$ cat src/rtl/usb_ep_irq_pkg.sv
package usb_ep_irq_pkg;
  localparam int unsigned NUM_FLAGS = 4;
  localparam int unsigned STAT_W    = NUM_FLAGS + 1;
  localparam int unsigned BIT_IN_DONE  = 0;
  localparam int unsigned BIT_IN_REQ   = 1;
  localparam int unsigned BIT_OUT_DONE = 2;
  localparam int unsigned BIT_SETUP    = 3;
  localparam int unsigned BIT_EP2_FREE = 4;
endpackage

$ cat src/rtl/uei_flag_bank.sv
module uei_flag_bank #(
  parameter int unsigned N = 4
) (
  input  logic         clk_i,
  input  logic         rst_ni,
  input  logic [N-1:0] set_i,
  input  logic [N-1:0] clr_i,
  output logic [N-1:0] q_o
);
  for (genvar g = 0; g < N; g++) begin : g_bit
    always_ff @(posedge clk_i or negedge rst_ni) begin
      if (!rst_ni)       q_o[g] <= 1'b0;
      else if (set_i[g]) q_o[g] <= 1'b1;  // set beats clear
      else if (clr_i[g]) q_o[g] <= 1'b0;
    end
  end
endmodule

$ cat src/rtl/uei_ep0_in_ctrl.sv
module uei_ep0_in_ctrl (
  input  logic clk_i,
  input  logic rst_ni,
  input  logic arm_i,
  input  logic ack_i,
  input  logic token_i,
  output logic ready_o,
  output logic nack_o,
  output logic req_evt_o
);
  always_ff @(posedge clk_i or negedge rst_ni) begin
    if (!rst_ni)     ready_o <= 1'b0;
    else if (arm_i)  ready_o <= 1'b1;
    else if (ack_i)  ready_o <= 1'b0;
  end

  assign nack_o    = ~ready_o;
  assign req_evt_o = token_i & ~ready_o;
endmodule

$ cat src/rtl/usb_ep_irq_flags.sv
module usb_ep_irq_flags
  import usb_ep_irq_pkg::*;
#(
  parameter int unsigned ADDR_W    = 2,
  parameter int unsigned DATA_W    = 8,
  parameter int unsigned EP2_BUFS  = 2,
  parameter int unsigned ADDR_FLAG = 0,
  parameter int unsigned ADDR_MASK = 1,
  parameter int unsigned ADDR_CTRL = 2
) (
  input  logic                clk_i,
  input  logic                rst_ni,
  input  logic [ADDR_W-1:0]   addr_i,
  input  logic                wr_en_i,
  input  logic [DATA_W-1:0]   wdata_i,
  output logic [DATA_W-1:0]   rdata_o,
  input  logic                setup_evt_i,
  input  logic                ep0_out_evt_i,
  input  logic                ep0_in_token_i,
  input  logic                ep0_in_ack_i,
  input  logic [EP2_BUFS-1:0] ep2_buf_free_i,
  output logic                ep0_in_nack_o,
  output logic                irq_o
);
  localparam int unsigned PAD_W = DATA_W - STAT_W;

  logic [NUM_FLAGS-1:0] flag_q, flag_set, flag_clr;
  logic [STAT_W-1:0]    mask_q, status;
  logic                 rdy_q, in_req_evt;
  logic                 wr_flag, wr_mask, wr_ctrl;
  logic                 unused_wdata;

  assign wr_flag = wr_en_i && (addr_i == ADDR_W'(ADDR_FLAG));
  assign wr_mask = wr_en_i && (addr_i == ADDR_W'(ADDR_MASK));
  assign wr_ctrl = wr_en_i && (addr_i == ADDR_W'(ADDR_CTRL));
  assign unused_wdata = ^wdata_i[DATA_W-1:STAT_W];

  uei_ep0_in_ctrl i_ep0_in (
    .clk_i    (clk_i),
    .rst_ni   (rst_ni),
    .arm_i    (wr_ctrl & wdata_i[0]),
    .ack_i    (ep0_in_ack_i),
    .token_i  (ep0_in_token_i),
    .ready_o  (rdy_q),
    .nack_o   (ep0_in_nack_o),
    .req_evt_o(in_req_evt)
  );

  always_comb begin
    flag_set               = '0;
    flag_set[BIT_SETUP]    = setup_evt_i;
    flag_set[BIT_OUT_DONE] = ep0_out_evt_i;
    flag_set[BIT_IN_REQ]   = in_req_evt;
    flag_set[BIT_IN_DONE]  = ep0_in_ack_i;
    flag_clr = {NUM_FLAGS{wr_flag}} & ~wdata_i[NUM_FLAGS-1:0];
  end

  uei_flag_bank #(.N(NUM_FLAGS)) i_flags (
    .clk_i (clk_i),
    .rst_ni(rst_ni),
    .set_i (flag_set),
    .clr_i (flag_clr),
    .q_o   (flag_q)
  );

  always_ff @(posedge clk_i or negedge rst_ni) begin
    if (!rst_ni)      mask_q <= '0;
    else if (wr_mask) mask_q <= wdata_i[STAT_W-1:0];
  end

  assign status = {|ep2_buf_free_i, flag_q};
  assign irq_o  = |(status & mask_q);

  always_comb begin
    rdata_o = '0;
    if (addr_i == ADDR_W'(ADDR_FLAG))      rdata_o = {{PAD_W{1'b0}}, status};
    else if (addr_i == ADDR_W'(ADDR_MASK)) rdata_o = {{PAD_W{1'b0}}, mask_q};
    else if (addr_i == ADDR_W'(ADDR_CTRL)) rdata_o = {{(DATA_W-1){1'b0}}, rdy_q};
  end
endmodule

$ cat config.mk
export PLATFORM = sky130hd
export DESIGN_NAME = usb_ep_irq_flags
export DESIGN_NICKNAME = d
export VERILOG_FILES = /design/src/rtl/usb_ep_irq_pkg.sv /design/src/rtl/uei_flag_bank.sv /design/src/rtl/uei_ep0_in_ctrl.sv /design/src/rtl/usb_ep_irq_flags.sv
export SDC_FILE = /design/constraint.sdc
export NUM_CORES = 1
export LEC_CHECK = 0
export BUFFER_PORTS_ARGS = -buffer_cell sky130_fd_sc_hd__buf_2
export CAP_MARGIN = 5
export CORE_AREA = 2 2 39 41
export DETAILED_ROUTE_END_ITERATION = 6
export DIE_AREA = 0 0 41 43
export PLACE_DENSITY = 0.81
export SLEW_MARGIN = 0
export SYNTH_ARGS = -nofsm -noshare
export SYNTH_HDL_FRONTEND = slang
export SYNTH_HIERARCHICAL = 1
export SYNTH_SLANG_ARGS = --single-unit
$ cat constraint.sdc
create_clock -name clk_i -period 2.09 [get_ports clk_i]
set_input_delay 0.418 -clock clk_i [delete_from_list [all_inputs] [get_ports clk_i]]
set_output_delay 0.418 -clock clk_i [all_outputs]
set_load 0.05 [all_outputs]
# Yosys cells after proc, flatten, opt, wreduce, memory -nomap -nowiden
# Index checks and enable logic that the tools add are counted.
word_totals:
  elab_cells: 38
  out_inout_bits: 10
  in_bits: 19
  reg_bits: 10
op_classes:
  n_eq_ne: 2
  bitwise_logic: 6
  mux: 13
  reduce_logical: 11
ops:
  columns: ["cell", "count"]
  rows:
  - ["1-bit 2-to-1 mux", 11]
  - ["2-bit nonzero test", 5]
  - ["8-bit 2-to-1 mux", 1]
  - ["5-bit bitwise AND", 1]
  - ["5-bit 2-to-1 mux", 1]
  - ["5-bit OR reduction", 1]
  - ["4-bit bitwise AND", 1]
  - ["4-bit NOT", 1]
  - ["1-bit logical AND", 3]
  - ["1-bit bitwise AND", 2]
  - ["2-bit by 1-bit equality test with 1-bit output (second input constant)", 1]
  - ["2-bit equality test (second input constant)", 1]
  - ["2-bit zero test", 1]
  - ["2-bit OR reduction", 1]
  - ["1-bit NOT", 1]

# Logic depth before layout (Yosys ltp)
# Gate-level depths: netlist of the first run.
depth:
  depth_word: 5
  depth_mapped: 5
  mapped_depth_nobuf: 4

# Modules after synthesis
# Netlist of the first run, hierarchy kept.
modules_own_cells:
  columns: ["module", "seq_area_each_um2", "cells_per_inst", "area_per_inst_um2", "n_inst"]
  rows:
  - ["usb_ep_irq_flags", 125.1, 39, 387.9, 1]
  - ["uei_flag_bank", 100.1, 12, 145.1, 1]
  - ["uei_ep0_in_ctrl", 25.0, 4, 46.3, 1]

# Least setup slack after synthesis of the first run
# No wires, ideal clock.
synth_path:
  path_kind: "input to output"
  start: "input port addr_i[1]"
  end: "output port rdata_o[0]"
  required_time_ps: 1672
  arrival_ps: 1761
  cell_stages: 3
  path_buffers: 1
  path_slack_ps: -89
  cell_sequence: "buf_4 -> mux2i_1 -> o21ai_0"
synth_between:
  elab_chain_len: 4
  elab_cells_between_ends: 6
  classes_between: "eq/ne: 2; mux: 3; reduce/logical: 1"
synth_rtl:
  columns: ["element", "line_no", "rtl"]
  rows:
  - ["start: declaration", "usb_ep_irq_flags.sv:13", "input logic [ADDR_W-1:0] addr_i,"]
  - ["2-bit equality test", "usb_ep_irq_flags.sv:78", "else if (addr_i == ADDR_W'(ADDR_CTRL)) rdata_o = {{(DATA_W-1){1'b0}}, rdy_q};"]
  - ["1-bit 2-to-1 mux", "usb_ep_irq_flags.sv:78", null]
  - ["5-bit 2-to-1 mux", "usb_ep_irq_flags.sv:77", "else if (addr_i == ADDR_W'(ADDR_MASK)) rdata_o = {{PAD_W{1'b0}}, mask_q};"]
  - ["8-bit 2-to-1 mux (*)", "usb_ep_irq_flags.sv:76", "if (addr_i == ADDR_W'(ADDR_FLAG)) rdata_o = {{PAD_W{1'b0}}, status};"]
  - ["end: declaration", "usb_ep_irq_flags.sv:16", "output logic [DATA_W-1:0] rdata_o,"]
# Mark *: on every way between the ends. The rest lies on a longest branch, timed or not.

# Worst setup path in the final report of the first run
layout_path:
  start: "register i_flags.q_o[3]"
  end: "output port irq_o"
layout_between:
  elab_chain_len: 2
layout_rtl:
  columns: ["element", "line_no", "rtl"]
  rows:
  - ["start: declaration", "uei_flag_bank.sv:8", "output logic [N-1:0] q_o"]
  - ["start signal: indexed assignment", "uei_flag_bank.sv:12", "if (!rst_ni) q_o[g] <= 1'b0;"]
  - ["start signal: indexed assignment", "uei_flag_bank.sv:13", "else if (set_i[g]) q_o[g] <= 1'b1;"]
  - ["start signal: indexed assignment", "uei_flag_bank.sv:14", "else if (clr_i[g]) q_o[g] <= 1'b0;"]
  - ["5-bit bitwise AND", "usb_ep_irq_flags.sv:72", "assign irq_o = |(status & mask_q);"]
  - ["5-bit OR reduction", "usb_ep_irq_flags.sv:72", null]
  - ["end: declaration", "usb_ep_irq_flags.sv:23", "output logic irq_o"]
# Every way passes these cells.

==> impl_results.md, run 1 <==
* Pre-antenna DRT Iters at 4
* Post-cts hold buffer count at 0
* Root Buffer: clkbuf_4
* PortBufs at 22
* Max Clock Freq at 631 MHz
* Setup TNS at 0 ns
* Remaining DRCs at 0
* Largest net degree at the start of global routing at 11
* Die area at 1760 sq um
* Grt ovf at 0
* Routed vias/inst at just over 5
* Run status: finished, final reports clean
* Final Skew at 0.00578 ns
* Slowest cell on crit path: dfrtp_1
* Startpoint Class: flop
* Row Count at 14
* Avg WL per Cell at 11.6 microns
* Initial Util at 41.9%
* Setup Viol. Count Final at 0
* Max Slew Vio Count at 0
* Die Width at slightly above 40 microns
* Antenna violations before repair at 0
* Area delta synth->final at 21.4%
* Max-cap violations at 0
* H-tree levels at 1
* Yosys reg bits at 10
* Reg clk slew, reported paths at ~0.060 ns
* P_leak at 0.346 nW
* Register area share after synthesis at between 40% and 50%
* Die Ht at 43 microns
* Antenna viol nets, final at 0
* RD Place Congestion at 0.710
* Syn. warnings at 6
* Fin area at 703 sq um
* Post-CTS Setup Inserts at 0
* Hold Fails Final Rpt at 0
* CTS Sinks at 10
* Skew-Pair Late Insertion Delay at 0.26 ns
* Syn Area/Cell at 10.5 sq um
* Worst setup startpoint: i_flags/q_o[3]
* Worst Setup End Kind: output pin
* Critical Path AT at about 1.2 ns
* Delay-heaviest family, CP: flip-flops
* Max stage delay on crit path at ~0.4 ns
* Pwr Density at 731 nW/um^2
* Post-place instance area at 681 sq um
* Type of the worst setup path: reg -> out
* CTS Buf Count at 3
* Worst hold-check path type: in -> async
* Fin crit period at around 1.6 ns
* GRT Total Usage at 14.9%
* RSZ-0062 raised after global routing: false
* HPWL Detailed at 879 microns
* Critical path buffer and inverter count at 1
* Proportion of layout cells with a drive suffix above 1 at a little under half
* Placed cell count at 90
* Fill count at between 100 and 150
* CP Cell Sequence: a22oi_1, nand3_1, buf_2
* Clock buffer depth at 2
* Crit Path Max Fanout at 3
* Yosys cell types at 20
* Maximum VDD drop at 0.000264 V
* Top Ports at 29
* Fin crit share at between 70% and 80%
* Total core area at 1380 sq um
* Drt total wl at ~1100 microns
* Number of global-route vias before repair at around 420
* CTS tree: done
* Starting DRC count in detailed routing at 4
* Gate Count Post-Synth at 55
* Required @ worst endpoint at 1.67 ns
* Nets at 98
* Routed vias at 471
* First-pass GRT wire length at ~1700 microns
* Worst R2R Start: mask_q[2]
* Ant diodes at 0
* Post-CTS Resized at 0
* Cell area after synthesis at about 580 sq um
* Non-filler cells in the finished layout at 93
==> area by class of cell <==
class                           instances  area [sq um]  share of cell area (%)
Clock buffer                            3          22.5                    3.20
Inverter                                5          18.8                    2.67
Multi-Input combinational cell         37           282                    40.0
Sequential cell                        10           250                    35.6
Tap cell                               16          20.0                    2.85
Timing Repair Buffer                   22           110                    15.7
==> layout by cell type (no fill, tap or decap), drive strengths merged, types with 2 or more instances in the layout <==
| cell type | n |
|---|---|
| buf | 22 |
| dfrtp | 10 |
| nor2 | 7 |
| mux2 | 5 |
| inv | 5 |
| mux2i | 4 |
| a21o | 4 |
| conb | 3 |
| clkbuf | 3 |
| a22oi | 2 |
| nor2b | 2 |
| nand3b | 2 |
| o21ai | 2 |
| nor3 | 2 |
==> state kept, by name, indices dropped and copies added, names as in the netlist <==
| register | flops |
|---|---|
| mask_q | 5 |
| i_flags/q_o | 4 |
| i_ep0_in/ready_o | 1 |
==> cells in the mapped netlist <==
cell	number	area share (%)
and4b_1	1	1.7
or3b_4	1	1.9
a21o_1	4	5.2
dfrtp_1	10	43
a22oi_1	2	2.6
nor2b_1	2	2.2
nand3b_4	1	3.5
o21ai_0	2	1.7
buf_4	4	5.2
nand3_1	1	0.86
mux2i_1	4	6.9
inv_1	4	2.6
conb_1	1	0.65
inv_2	1	0.65
nor3_1	2	1.7
buf_6	1	1.9
mux2_2	5	9.7
o21bai_2	1	1.9
nor2_1	7	4.5
nand3b_1	1	1.3
==> final timing paths <==
check	endpoint	slack, ns	cells after the start
setup / recovery	irq_o	0.51	3
hold / removal	mask_q[3]	0.003	1
setup reg to reg	mask_q[2]	1.32	1
hold reg to reg	i_flags/q_o[1]	0.51	1
max in group asynchronous	i_flags/q_o[1]	1.89	1
min in group clk_i	i_flags/q_o[3]	0.33	2
==> routing by layer <==
layer	share of wire, %	vias to the layer above	GRT usage [%]
li1	-	228	-
met1	38	221	14.5
met2	54	18	24.7
met3	4.4	4	1.57
met4	3.7	0	14.0
met5	0	-	0
==> power by group <==
part | switching [mW] | internal, mW
combinational | 0.100 | 0.0554
clock | 0.0596 | 0.0662
sequential | 0.0168 | 0.216
total | 0.176 | 0.338
==> cells by family after synthesis <==
logic type | after synthesis | synth area share (%)
AND/OR/NAND/NOR | 16 | 17.7
flip-flops | 10 | 43.2
buffers and inverters | 10 | 10.4
AO/OA/AOI/OAI | 9 | 11.4
multiplexers | 9 | 16.6
other | 1 | 0.647
==> per-stage QoR <==
step | utilization, % | power (mW) | setup WS, ns | hold WS [ns]
floorplan | - | 0.358 | 0.286 | 0.122
global placement | 49.2 | 0.388 | 0.523 | 0.287
detailed placement | 49.2 | 0.393 | 0.507 | 0.291
CTS | 50.8 | 0.523 | 0.489 | 0.00390
global route | 50.8 | 0.546 | 0.440 | 0.00202
finish | 50.8 | 0.514 | 0.505 | 0.00268
No activity file was read; power rests on OpenSTA's default activity.
==> run 2: changes to the inputs <==
Settings changed: CORE_AREA 2 2 39 41 to unset, CORE_MARGIN set to 2, CORE_UTILIZATION set to 39, DIE_AREA 0 0 41 43 to unset, PLACE_DENSITY 0.81 to 0.77.
Clock period 2.09 ns to 1.4 ns, I/O delays scaled along.
==> impl_results.md, run 2 (synthesis gave the netlist of run 1 again) <==
* Run status: complete, but fails checks
* Failing checks: negative setup slack
* Required @ worst endpoint at 1.12 ns
* Top Ports at 29
* Max Clock Freq at 707 MHz
* Switching Fraction at 34.1%
* Remaining DRCs at 0
* H-tree levels at 1
* Final Skew at about 0.000025 ns
* Max Slew Vio Count at 0
* Die Width at 42.5 microns
* Avg WL per Cell at around 12 microns
* CTS Sinks at 10
* Starting DRC count in detailed routing at 4
* Crit Path Max Fanout at 3
* Clk pwr share at 22.7%
* Sequential fraction of design power at 43.3%
* Proportion of layout cells with a drive suffix above 1 at between 50% and 60%
* Max reg flops at 5
* RD Place Congestion at about 0.70
* Pre-antenna DRT Iters at 4
* Max-cap violations at 0
* Worst Setup End Kind: output pin
* Routed vias at between 400 and 500
* Critical Path AT at around 1.1 ns
* Startpoint Class: flop
* Worst hold-check path type: in -> reg
* Total core area at roughly 1400 sq um
* Type of the worst setup path: reg -> out
* P_leak at 0.373 nW
* Number of global-route vias before repair at 447
* Ant diodes at 0
* Reg2reg end: mask_q[1]
* Antenna viol nets, final at 0
* Total power at 0.811 mW
* Maximum VDD drop at 0.000517 V
* Grt ovf at 0
* Biggest regs: mask_q (5), i_flags/q_o (4), i_ep0_in/ready_o (1)
* Largest net degree at the start of global routing at 11
* Initial Util at 42.9%
* Commonest non-fill, non-tap cell in the layout: buf_2
* RSZ-0062 raised after global routing: true
* Hold Fails Final Rpt at 0
* PortBufs at 22
* CTS tree: done
* HPWL Detailed at about 900 microns
* CP endpoint: irq_o
* Die Ht at between 40 and 50 microns
* Fin area at 782 sq um
* Final core utilization at 57.9%
* Pwr Density at 1040 nW/um^2
* Skew-Pair Late Insertion Delay at between 0.2 and 0.3 ns
* Post-place instance area at 697 sq um
* GRT Total Usage at 15.2%
* Worst R2R Setup Slack at 0.60 ns
* Most frequent cells in the layout: buf_2 (15), dfrtp_1 (10), mux2_2 (5)
* Area delta synth->final at 35.0%
* Antenna violations before repair at 0
* Routed vias/inst at 5.04
* Clock buffer depth at 2
* Largest register by flop count: mask_q
* Setup Viol. Count Final at 1
* Worst setup startpoint: i_flags/q_o[2]
* Reg clk slew, reported paths at 0.06 ns
* NetSw at 0.276 mW
* Die area at 1810 sq um
* Internal Power at between 0.5 and 0.6 mW
* Drt total wl at approximately 1200 microns
* CTS Buf Count at 3
* Worst R2R Start: mask_q[1]
* Final WS setup at -0.0138 ns
* First-pass GRT wire length at 1930 microns
* Logic pwr share at about 34%
* Hold slack at 0.205 ns
* Nets at 100
* Fin crit share at 101%
* Row Count at 13
* Reg2Reg Depth at 1
* Fin crit period at 1.41 ns
* Root Buffer: clkbuf_4
## run 2: changes by cell type in the layout (fill, tap and decap cells not counted), sizes merged
cell and change:
clkbuf +1, dlygate4sd3 +1
## run 2: per-stage QoR
| step | std cells | worst slack, ns | TNS, ns |
|---|---|---|---|
| floorplan | 57 | 0.107 | 0 |
| global placement | 89 | 0.0666 | 0 |
| detailed placement | 89 | 0.0384 | 0 |
| CTS | 94 | -0.0225 | -0.0225 |
| global route | 94 | -0.0624 | -0.0816 |
| finish | 94 | -0.0138 | -0.0138 |
## run 2: final cells by class
type	count	area [sq um]
inverters	5	18.8
repair buffers	24	160
well taps	15	18.8
flip-flops and latches	10	250
clock buffers	3	22.5
fillers	127	568
multi-input cells	37	312
## run 2: power groups by stage
stage / Combinational (mW) / Clock [mW] / Sequential [mW]
final: 0.275 / 0.184 / 0.352
after global routing: 0.292 / 0.218 / 0.356
after CTS: 0.259 / 0.191 / 0.349
after detailed placement: 0.246 / 0 / 0.355
after global placement: 0.239 / 0 / 0.351
after floorplan: 0.199 / 0 / 0.346
## run 2: worst max-delay path, stage by stage (launching register included)
cell and delay [ns]:
dfrtp_1 0.39, a22oi_1 0.19, nand3_1 0.13, buf_6 0.17
## run 2: layer usage
layer | track usage, % | routed length, microns | vias to the layer above
li1 | - | - | 230
met1 | 17.2 | 473 | 219
met2 | 23.4 | 556 | 21
met3 | 3.88 | 86 | 4
met4 | 13.1 | 42 | 0
met5 | 0 | 0 | -
## run 2: worst min-delay path by stage
stage | cells past startpoint | startpoint | endpoint | slack [ns]
floorplan | 0 | rst_ni | i_ep0_in/ready_o | -0.02
global placement | 1 | rst_ni | i_flags/q_o[2] | 0.15
detailed placement | 1 | rst_ni | i_flags/q_o[2] | 0.15
CTS | 2 | setup_evt_i | i_flags/q_o[3] | 0.20
global route | 2 | setup_evt_i | i_flags/q_o[3] | 0.19
finish | 2 | ep0_out_evt_i | i_flags/q_o[2] | 0.20
## run 2: repair_timing
action	CTS	global route
hold endpoints to repair	10	0
pin swaps	1	1
buffers inserted	1	0
gates cloned	0	0
resized for setup	4	14
setup endpoints to repair	3	7
hold buffers	1	0
==> run 3: changes to the inputs <==
Settings changed: CORE_UTILIZATION 39 to 41, CTS_BUF_LIST set to sky130_fd_sc_hd__clkbuf_4, PLACE_DENSITY 0.77 to 0.8, SLEW_MARGIN 0 to 20.
==> impl_results.md, run 3 (synthesis gave the netlist of run 1 again) <==
* Run status: complete, but fails checks
* Failing checks: negative setup slack
* Min-Delay Startpoint: setup_evt_i
* Die area at 1730 sq um
* Setup slack after placement at 0.0565 ns
* Avg WL per Cell at 11.9 microns
* Slowest cell on crit path: dfrtp_1
* Initial Util at between 40% and 50%
* PortBufs at 22
* CTS tree: done
* GRT Total Usage at 16.1%
* Hold Fails Final Rpt at 0
* Type of the worst setup path: reg -> out
* Total core area at 1320 sq um
* Starting DRC count in detailed routing at 7
* CP Cell Sequence: a22oi_1, nand3_1, buf_6
* Largest register by flop count: mask_q
* Number of global-route vias before repair at about 470
* Logic pwr share at 33.5%
* Die Ht at 41.6 microns
* RSZ-0062 raised after global routing: true
* Final core utilization at 59.6%
* Max Slew Vio Count at 0
* Max stage delay on crit path at 0.39 ns
* Clk pwr share at 23.4%
* Skew-Pair Late Insertion Delay at around 0.26 ns
* NetSw at 0.279 mW
* Worst R2R Setup Slack at 0.51 ns
* Antenna viol nets, final at 0
* Fin crit share at 102%
* Worst hold-check path type: in -> reg
* Worst R2R Start: i_ep0_in/ready_o
* Sequential fraction of design power at 43.1%
* Worst Setup End Kind: output pin
* First-pass GRT wire length at just over 2000 microns
* CTS Sinks at 10
* H-tree levels at 1
* Startpoint Class: flop
* Setup TNS at -0.0258 ns
* Worst setup startpoint: mask_q[3]
* HPWL Detailed at 870 microns
* Commonest non-fill, non-tap cell in the layout: buf_2
* Delay-heaviest family, CP: flip-flops
* Ant diodes at 0
* Switching Fraction at approximately a third
* Drt total wl at 1140 microns
* CTS Buf Count at 3
* Clock buffer depth at 2
* Proportion of layout cells with a drive suffix above 1 at 54.3%
* Most frequent cells in the layout: buf_2 (16), dfrtp_1 (10), mux2_2 (5), buf_4 (5)
* Internal Power at 0.534 mW
* Final Skew at 0.00115 ns
* Pwr Density at a little over 1000 nW/um^2
* Antenna violations before repair at 0
* Crit Path Max Fanout at 3
* Critical Path AT at 1.15 ns
* Required @ worst endpoint at roughly 1.1 ns
* Die Width at 41.6 microns
* Pre-antenna DRT Iters at 4
* Setup Viol. Count Final at 1
* Hold slack at around 0.19 ns
* Largest net degree at the start of global routing at 11
* Top Ports at 29
* Critical path buffer and inverter count at 1
* Root Buffer: clkbuf_4
* Maximum VDD drop at 0.000542 V
* Reg clk slew, reported paths at 0.06 ns
* Nets at 102
* Max reg flops at 5
* Row Count at 13
* Fin crit period at 1.43 ns
* Routed vias/inst at 5.14
* Routed vias at 493
* Max-cap violations at 0
* Area delta synth->final at 35.6%
* P_leak at between 0.3 and 0.4 nW
* RD Place Congestion at 0.832
* Max Clock Freq at 701 MHz
* Grt ovf at 0
* Biggest regs: mask_q (5), i_flags/q_o (4), i_ep0_in/ready_o (1)
* Remaining DRCs at 0
* Final WS setup at -0.0258 ns
==> run 3: cell count changes in the layout (fill, tap and decap cells not counted), sizes merged <==
cell | previous run | this run
buf | 22 | 24
==> run 3: worst register-to-register path: stages (launching register included) <==
cell	delay [ns]
dfrtp_1	0.38
buf_4	0.14
buf_4	0.13
nor2b_1	0.10
a21o_1	0.09
==> run 3: layer usage <==
layer	routed length (microns)	global-route usage [%]	vias to the layer above
li1	-	-	236
met1	526	19.1	236
met2	536	24.1	19
met3	62	4.35	2
met4	12	13.5	0
met5	0	0	-
==> run 3: through the flow <==
stage | power (mW) | std cells | cell area [sq um]
4_1_cts | 0.810 | 95 | 758
3_5_place_dp | 0.597 | 89 | 697
3_3_place_gp | 0.592 | 89 | 697
6_report | 0.813 | 96 | 786
5_1_grt | 0.860 | 96 | 786
2_1_floorplan | 0.545 | 57 | 609
==> run 3: power groups by stage <==
| stage | clock network, mW | logic (mW) | registers, mW |
|---|---|---|---|
| after floorplan | 0 | 0.199 | 0.346 |
| after global routing | 0.213 | 0.292 | 0.355 |
| after CTS | 0.201 | 0.260 | 0.349 |
| after detailed placement | 0 | 0.243 | 0.354 |
| final | 0.190 | 0.272 | 0.350 |
| after global placement | 0 | 0.240 | 0.352 |
==> run 3: cell type report <==
type | instances | area, sq um
clock buffers | 3 | 22.5
fillers | 114 | 532
inverters | 5 | 18.8
multi-input cells | 37 | 307
flip-flops and latches | 10 | 250
well taps | 15 | 18.8
repair buffers | 26 | 169
==> run 3: what timing repair did <==
action | 4_1_cts | 5_1_grt
pin swaps | 3 | 1
gates resized for setup | 5 | 8
endpoints found under the hold margin | 10 | 0
hold buffers | 1 | 0
setup endpoints to repair | 3 | 4
setup buffers | 2 | 1
==> run 3: path summary, 6_finish.rpt <==
check | cells after the start | to
max | 3 | irq_o
min | 2 | i_flags/q_o[3]
max reg2reg | 4 | i_flags/q_o[1]
min reg2reg | 1 | i_flags/q_o[0]
max in group asynchronous | 2 | i_flags/q_o[2]
min in group asynchronous | 2 | mask_q[0]
